<file path="config.mk">
export PLATFORM = sky130hd
export DESIGN_NAME = refdiv_top
export DESIGN_NICKNAME = d
export VERILOG_FILES = /design/src/rtl/refdiv_pkg.sv /design/src/rtl/refdiv_decode.sv /design/src/rtl/refdiv_shadow.sv /design/src/rtl/refdiv_counter.sv /design/src/rtl/refdiv_out.sv /design/src/rtl/refdiv_top.sv
export SDC_FILE = /design/constraint.sdc
export NUM_CORES = 1
export LEC_CHECK = 0
export BUFFER_PORTS_ARGS = -buffer_cell sky130_fd_sc_hd__buf_2
export CAP_MARGIN = 10
export CORE_MARGIN = 10
export CORE_UTILIZATION = 62
export CTS_BUF_LIST = sky130_fd_sc_hd__clkbuf_8 sky130_fd_sc_hd__clkbuf_16
export DETAILED_ROUTE_END_ITERATION = 8
export PLACE_DENSITY = 0.79
export RECOVER_POWER = 100
export SETUP_SLACK_MARGIN = 0.15
export SLEW_MARGIN = 20
export SYNTH_ARGS = -nofsm -noshare
export SYNTH_HDL_FRONTEND = slang
export SYNTH_SLANG_ARGS = --single-unit
</file>
<file path="constraint.sdc">
create_clock -name clk -period 4.1 [get_ports clk]
set_clock_uncertainty 0.2 [all_clocks]
set_input_delay 0.82 -clock clk [delete_from_list [all_inputs] [get_ports clk]]
set_output_delay 0.82 -clock clk [all_outputs]
set_load 0.05 [all_outputs]
</file>
<file path="src/rtl/refdiv_pkg.sv">
package refdiv_pkg;
    parameter int SEL_W  = 3;
    parameter int CODE_W = SEL_W + 1;
    parameter int NCODES = 1 << CODE_W;
    parameter int CNT_W  = (1 << SEL_W) + 1;

    typedef logic [CODE_W-1:0] code_t;
    typedef logic [CNT_W-1:0]  ratio_t;

    typedef struct packed {
        logic  valid;
        code_t code;
    } pending_t;

    function automatic ratio_t ratio_of(input code_t c);
        int sel;
        int r;
        sel = int'(c[SEL_W-1:0]);
        if (c[CODE_W-1]) begin
            if (sel == 0) r = 3;
            else          r = 5 << (sel - 1);
        end else begin
            r = 2 << sel;
        end
        return ratio_t'(r);
    endfunction
endpackage

</file>
<file path="src/rtl/refdiv_decode.sv">
module refdiv_decode
    import refdiv_pkg::*;
(
    input  code_t  code,
    output ratio_t ratio
);
    ratio_t tbl [NCODES];

    for (genvar i = 0; i < NCODES; i++) begin : g_tbl
        assign tbl[i] = ratio_of(code_t'(i));
    end

    assign ratio = tbl[code];
endmodule

</file>
<file path="src/rtl/refdiv_shadow.sv">
module refdiv_shadow
    import refdiv_pkg::*;
(
    input  logic  clk,
    input  logic  rst,
    input  logic  load,
    input  code_t code_in,
    input  logic  wrap,
    output code_t active_code
);
    pending_t pend_q;
    code_t    act_q;

    always_ff @(posedge clk) begin
        if (rst) begin
            pend_q <= '0;
            act_q  <= '0;
        end else begin
            if (wrap && pend_q.valid) begin
                act_q <= pend_q.code;
            end
            if (load) begin
                pend_q <= '{valid: 1'b1, code: code_in};
            end else if (wrap) begin
                pend_q.valid <= 1'b0;
            end
        end
    end

    assign active_code = act_q;
endmodule

</file>
<file path="src/rtl/refdiv_counter.sv">
module refdiv_counter
    import refdiv_pkg::*;
(
    input  logic   clk,
    input  logic   rst,
    input  ratio_t ratio,
    output ratio_t cnt,
    output logic   wrap
);
    ratio_t cnt_q;

    assign wrap = (cnt_q == ratio - ratio_t'(1));

    always_ff @(posedge clk) begin
        if (rst)       cnt_q <= '0;
        else if (wrap) cnt_q <= '0;
        else           cnt_q <= cnt_q + ratio_t'(1);
    end

    assign cnt = cnt_q;
endmodule

</file>
<file path="src/rtl/refdiv_out.sv">
module refdiv_out (
    input  logic clk,
    input  logic rst,
    input  logic wrap,
    output logic pulse,
    output logic half
);
    logic pulse_q, half_q;

    always_ff @(posedge clk) begin
        if (rst) begin
            pulse_q <= 1'b0;
            half_q  <= 1'b0;
        end else begin
            pulse_q <= wrap;
            if (wrap) half_q <= ~half_q;
        end
    end

    assign pulse = pulse_q;
    assign half  = half_q;
endmodule

</file>
<file path="src/rtl/refdiv_top.sv">
module refdiv_top
    import refdiv_pkg::*;
(
    input  logic             clk,
    input  logic             rst,
    input  logic [CODE_W-1:0] ratio_code,
    input  logic             load,
    output logic             cmp_pulse,
    output logic             port_copy
);
    code_t  active_code;
    ratio_t ratio_w;
    ratio_t cnt_q;
    logic   wrap_w;

    refdiv_shadow u_shadow (
        .clk(clk), .rst(rst), .load(load), .code_in(ratio_code),
        .wrap(wrap_w), .active_code(active_code)
    );

    refdiv_decode u_decode (.code(active_code), .ratio(ratio_w));

    refdiv_counter u_counter (
        .clk(clk), .rst(rst), .ratio(ratio_w), .cnt(cnt_q), .wrap(wrap_w)
    );

    refdiv_out u_out (
        .clk(clk), .rst(rst), .wrap(wrap_w), .pulse(cmp_pulse), .half(port_copy)
    );
endmodule

</file>
==> impl_metrics.json <==
{
  "r2r_start": "u_shadow.active_code[1]",
  "synth-edff-count": 0,
  "vias": 1044,
  "post_cts_buffers": 0,
  "path_cells": "or2b_1 > nand2_1 > ha_1 > or4b_1 > o31ai_1 > xnor2_1 > nand4_1 > nor4_2 > clkbuf_2 > nor3_1",
  "yosysUniqueCellTypes": 54,
  "power_density_nw_per_um2": 441,
  "diodes": 0,
  "met2_length_um": 1360,
  "whs_endpoint": "u_shadow.active_code[3]",
  "cts.sinks": 20,
  "gr-total-overflow": 0,
  "crit_family": "simple AND/OR/NAND/NOR gates",
  "dp.final_hpwl_um": 1960,
  "ant_nets": 0,
  "dieWidth_um": 67.0,
  "clockBufferDepth": 2,
  "cts_htree_levels": 1,
  "drive_gt1_share_pct": 18.8,
  "gp_congestion": 0.796,
  "async_reset_ff_share_pct": 0,
  "synth_top_area_share_pct": 29.2,
  "setup_viol_count_final": 0,
  "tns_ns": 0,
  "final_cells": 176,
  "clk_latency_ns": 0.25,
  "synth-main-ff-cell": "dfxtp_1",
  "min_path_cells": 2,
  "yosys_warnings": 0,
  "hold_viol": 0,
  "drt_pass1_iterations": 4,
  "grt_pass1_wl_um": 4400,
  "routed_wl_um": 2710,
  "cp_slowest_stage_delay_ns": 0.67,
  "root_buffer": "clkbuf_8",
  "period_share_pct": 87.1,
  "worst_pin_slew_ns": 1.00,
  "synth_most_common_cell": "dfxtp_1",
  "synth_seq_cells": 20,
  "start_kind": "flop",
  "synth_nets": 156,
  "met3_length_um": 97,
  "track_usage_pct": 12.1,
  "ys_top_cells_by_count": "dfxtp_1, mux2i_1, nand2_1",
  "path_max_fanout": 17,
  "ios": 9,
  "ys_seq_area_share_pct": 29.2,
  "timing.hold.ws_ns": 0.301,
  "hp-class": "reg -> reg",
  "crit_slowest_cell": "dfxtp_1",
  "ff2ff_path_depth": 10,
  "cp-end-kind": "flop",
  "r2r_slack_ns": 0.53,
  "coreArea_um2": 2020,
  "crit_type": "reg -> reg",
  "ctsHoldBuffers": 0,
  "layout.nets": 159,
  "numCtsBuffers": 3,
  "syn-cell-area_um2": 1370,
  "dieArea_um2": 4490,
  "synthCells": 147,
  "dp_cells": 172,
  "fp.dieH_um": 67.0,
  "viasPerCell": 5.93,
  "synth_area_leaders": "dfxtp_1, mux2i_1, nor3_2, xnor2_1, xor2_1",
  "max_freq_mhz": 280,
  "path_clk_slew_ns": 0.07,
  "antenna_found_initial": 0,
  "arrival_ns": 3.47,
  "timing_max_transition_violations_final": 0,
  "wl_per_cell_um": 15.4,
  "p_leak_nw": 0.486,
  "avgSynthCellArea_um2": 9.33,
  "hold_start": "u_shadow.pend_q[3]",
  "grt_pass1_vias": 967,
  "required_ns": 4.00,
  "slew_headroom_pct": 33.3,
  "fin_crit_ns": 3.57,
  "io_buffers": 8,
  "cts.repair.resized": 0,
  "first_iter_violations": 98,
  "start_util_pct": 67.8,
  "r2r-end": "u_counter.cnt[5]",
  "top_layer_used": "met3",
  "status": "finished clean",
  "drt_drc_violations_left": 0,
  "grt_start_max_net_pins": 27,
  "num-fill-cells": 167,
  "maxCapViolCount": 0,
  "path_buf_inv": 1,
  "area_delta_synth_final_pct": 0.456,
  "synth_largest_area_cell": "dfxtp_1",
  "core.rowCount": 16,
  "rsz0062_at_grt": "no",
  "met1_length_um": 1250,
  "ir_drop_mv": 0.420,
  "cts_tree": "built"
}
[power breakdown]
part / internal [mW] / total [mW] / switching (mW)
Sequential: 0.217 / 0.252 / 0.0350
Combinational: 0.0840 / 0.208 / 0.124
Clock: 0.0854 / 0.148 / 0.0625
Total: 0.387 / 0.608 / 0.221
[worst register-to-register path, delay by kind of cell (launching register included)]
kind | cells | cell delay [ns]
AO/OA/AOI/OAI | 1 | 0.10
XOR/XNOR | 1 | 0.15
adder cells (fa/ha/maj) | 1 | 0.35
buffers and inverters | 1 | 0.32
flip-flops | 1 | 0.67
AND/OR/NAND/NOR | 6 | 1.64
[per-stage QoR]
step                      worst slack [ns]  cell area [um^2]  util, %  total power, mW
after floorplan                       1.30              1370        -            0.448
after global placement               0.766              1370     67.6            0.471
after detailed placement             0.580              1370     67.6            0.483
after CTS                            0.564              1420     70.4            0.630
after global routing                 0.219              1380     68.1            0.644
final                                0.527              1380     68.1            0.608
[worst max path at each step]
stage | startpoint | to | cells past startpoint
6_report | u_shadow.active_code[1] | u_counter.cnt[5] | 10
3_5_place_dp | u_shadow.active_code[1] | u_counter.cnt[4] | 10
5_1_grt | u_shadow.active_code[1] | u_counter.cnt[1] | 10
3_3_place_gp | u_shadow.active_code[1] | u_out.half | 9
2_1_floorplan | u_shadow.active_code[2] | u_out.half | 11
4_1_cts | u_shadow.active_code[1] | u_counter.cnt[4] | 10
[area by class of cell]
cell class	count	area (um^2)	area share (%)
Inverter	3	11.3	0.817
Tap cell	27	33.8	2.45
Sequential cell	20	400	29.1
Clock buffer	4	55.1	4.00
Timing Repair Buffer	10	48.8	3.54
Multi-Input combinational cell	112	828	60.1
[state kept, by name, indices dropped and copies added (netlist names)]
name                  count
u_out.half                1
u_out.pulse               1
u_shadow.pend_q           5
u_counter.cnt             9
u_shadow.active_code      4
[layout by cell type (no fill, tap or decap), types with 4 or more instances in the layout]
cell type / netlist / routed
xor2_1: 7 / 7
dfxtp_1: 20 / 20
mux2i_1: 10 / 10
clkbuf_8: 0 / 4
nand2_1: 10 / 10
nor3_1: 1 / 6
nand2b_1: 9 / 9
nand3_1: 4 / 4
xnor2_1: 7 / 7
nor2_1: 9 / 9
buf_2: 2 / 5
[layer usage]
layer / track usage (%) / up-vias
met5: 0 / -
met4: 1.79 / 0
met3: 3.85 / 0
met2: 19.9 / 18
met1: 15.1 / 509
li1: - / 517
[cells by family after synthesis]
| family | count (synthesis) | synth area share [%] |
|---|---|---|
| AND/OR/NAND/NOR | 61 | 29.6 |
| flip-flops | 20 | 29.2 |
| buffers and inverters | 15 | 7.57 |
| XOR/XNOR | 15 | 10.1 |
| adder cells (fa/ha/maj) | 2 | 1.82 |
| multiplexers | 11 | 8.12 |
| AO/OA/AOI/OAI | 23 | 13.6 |
(Power assumes the default switching activity.)
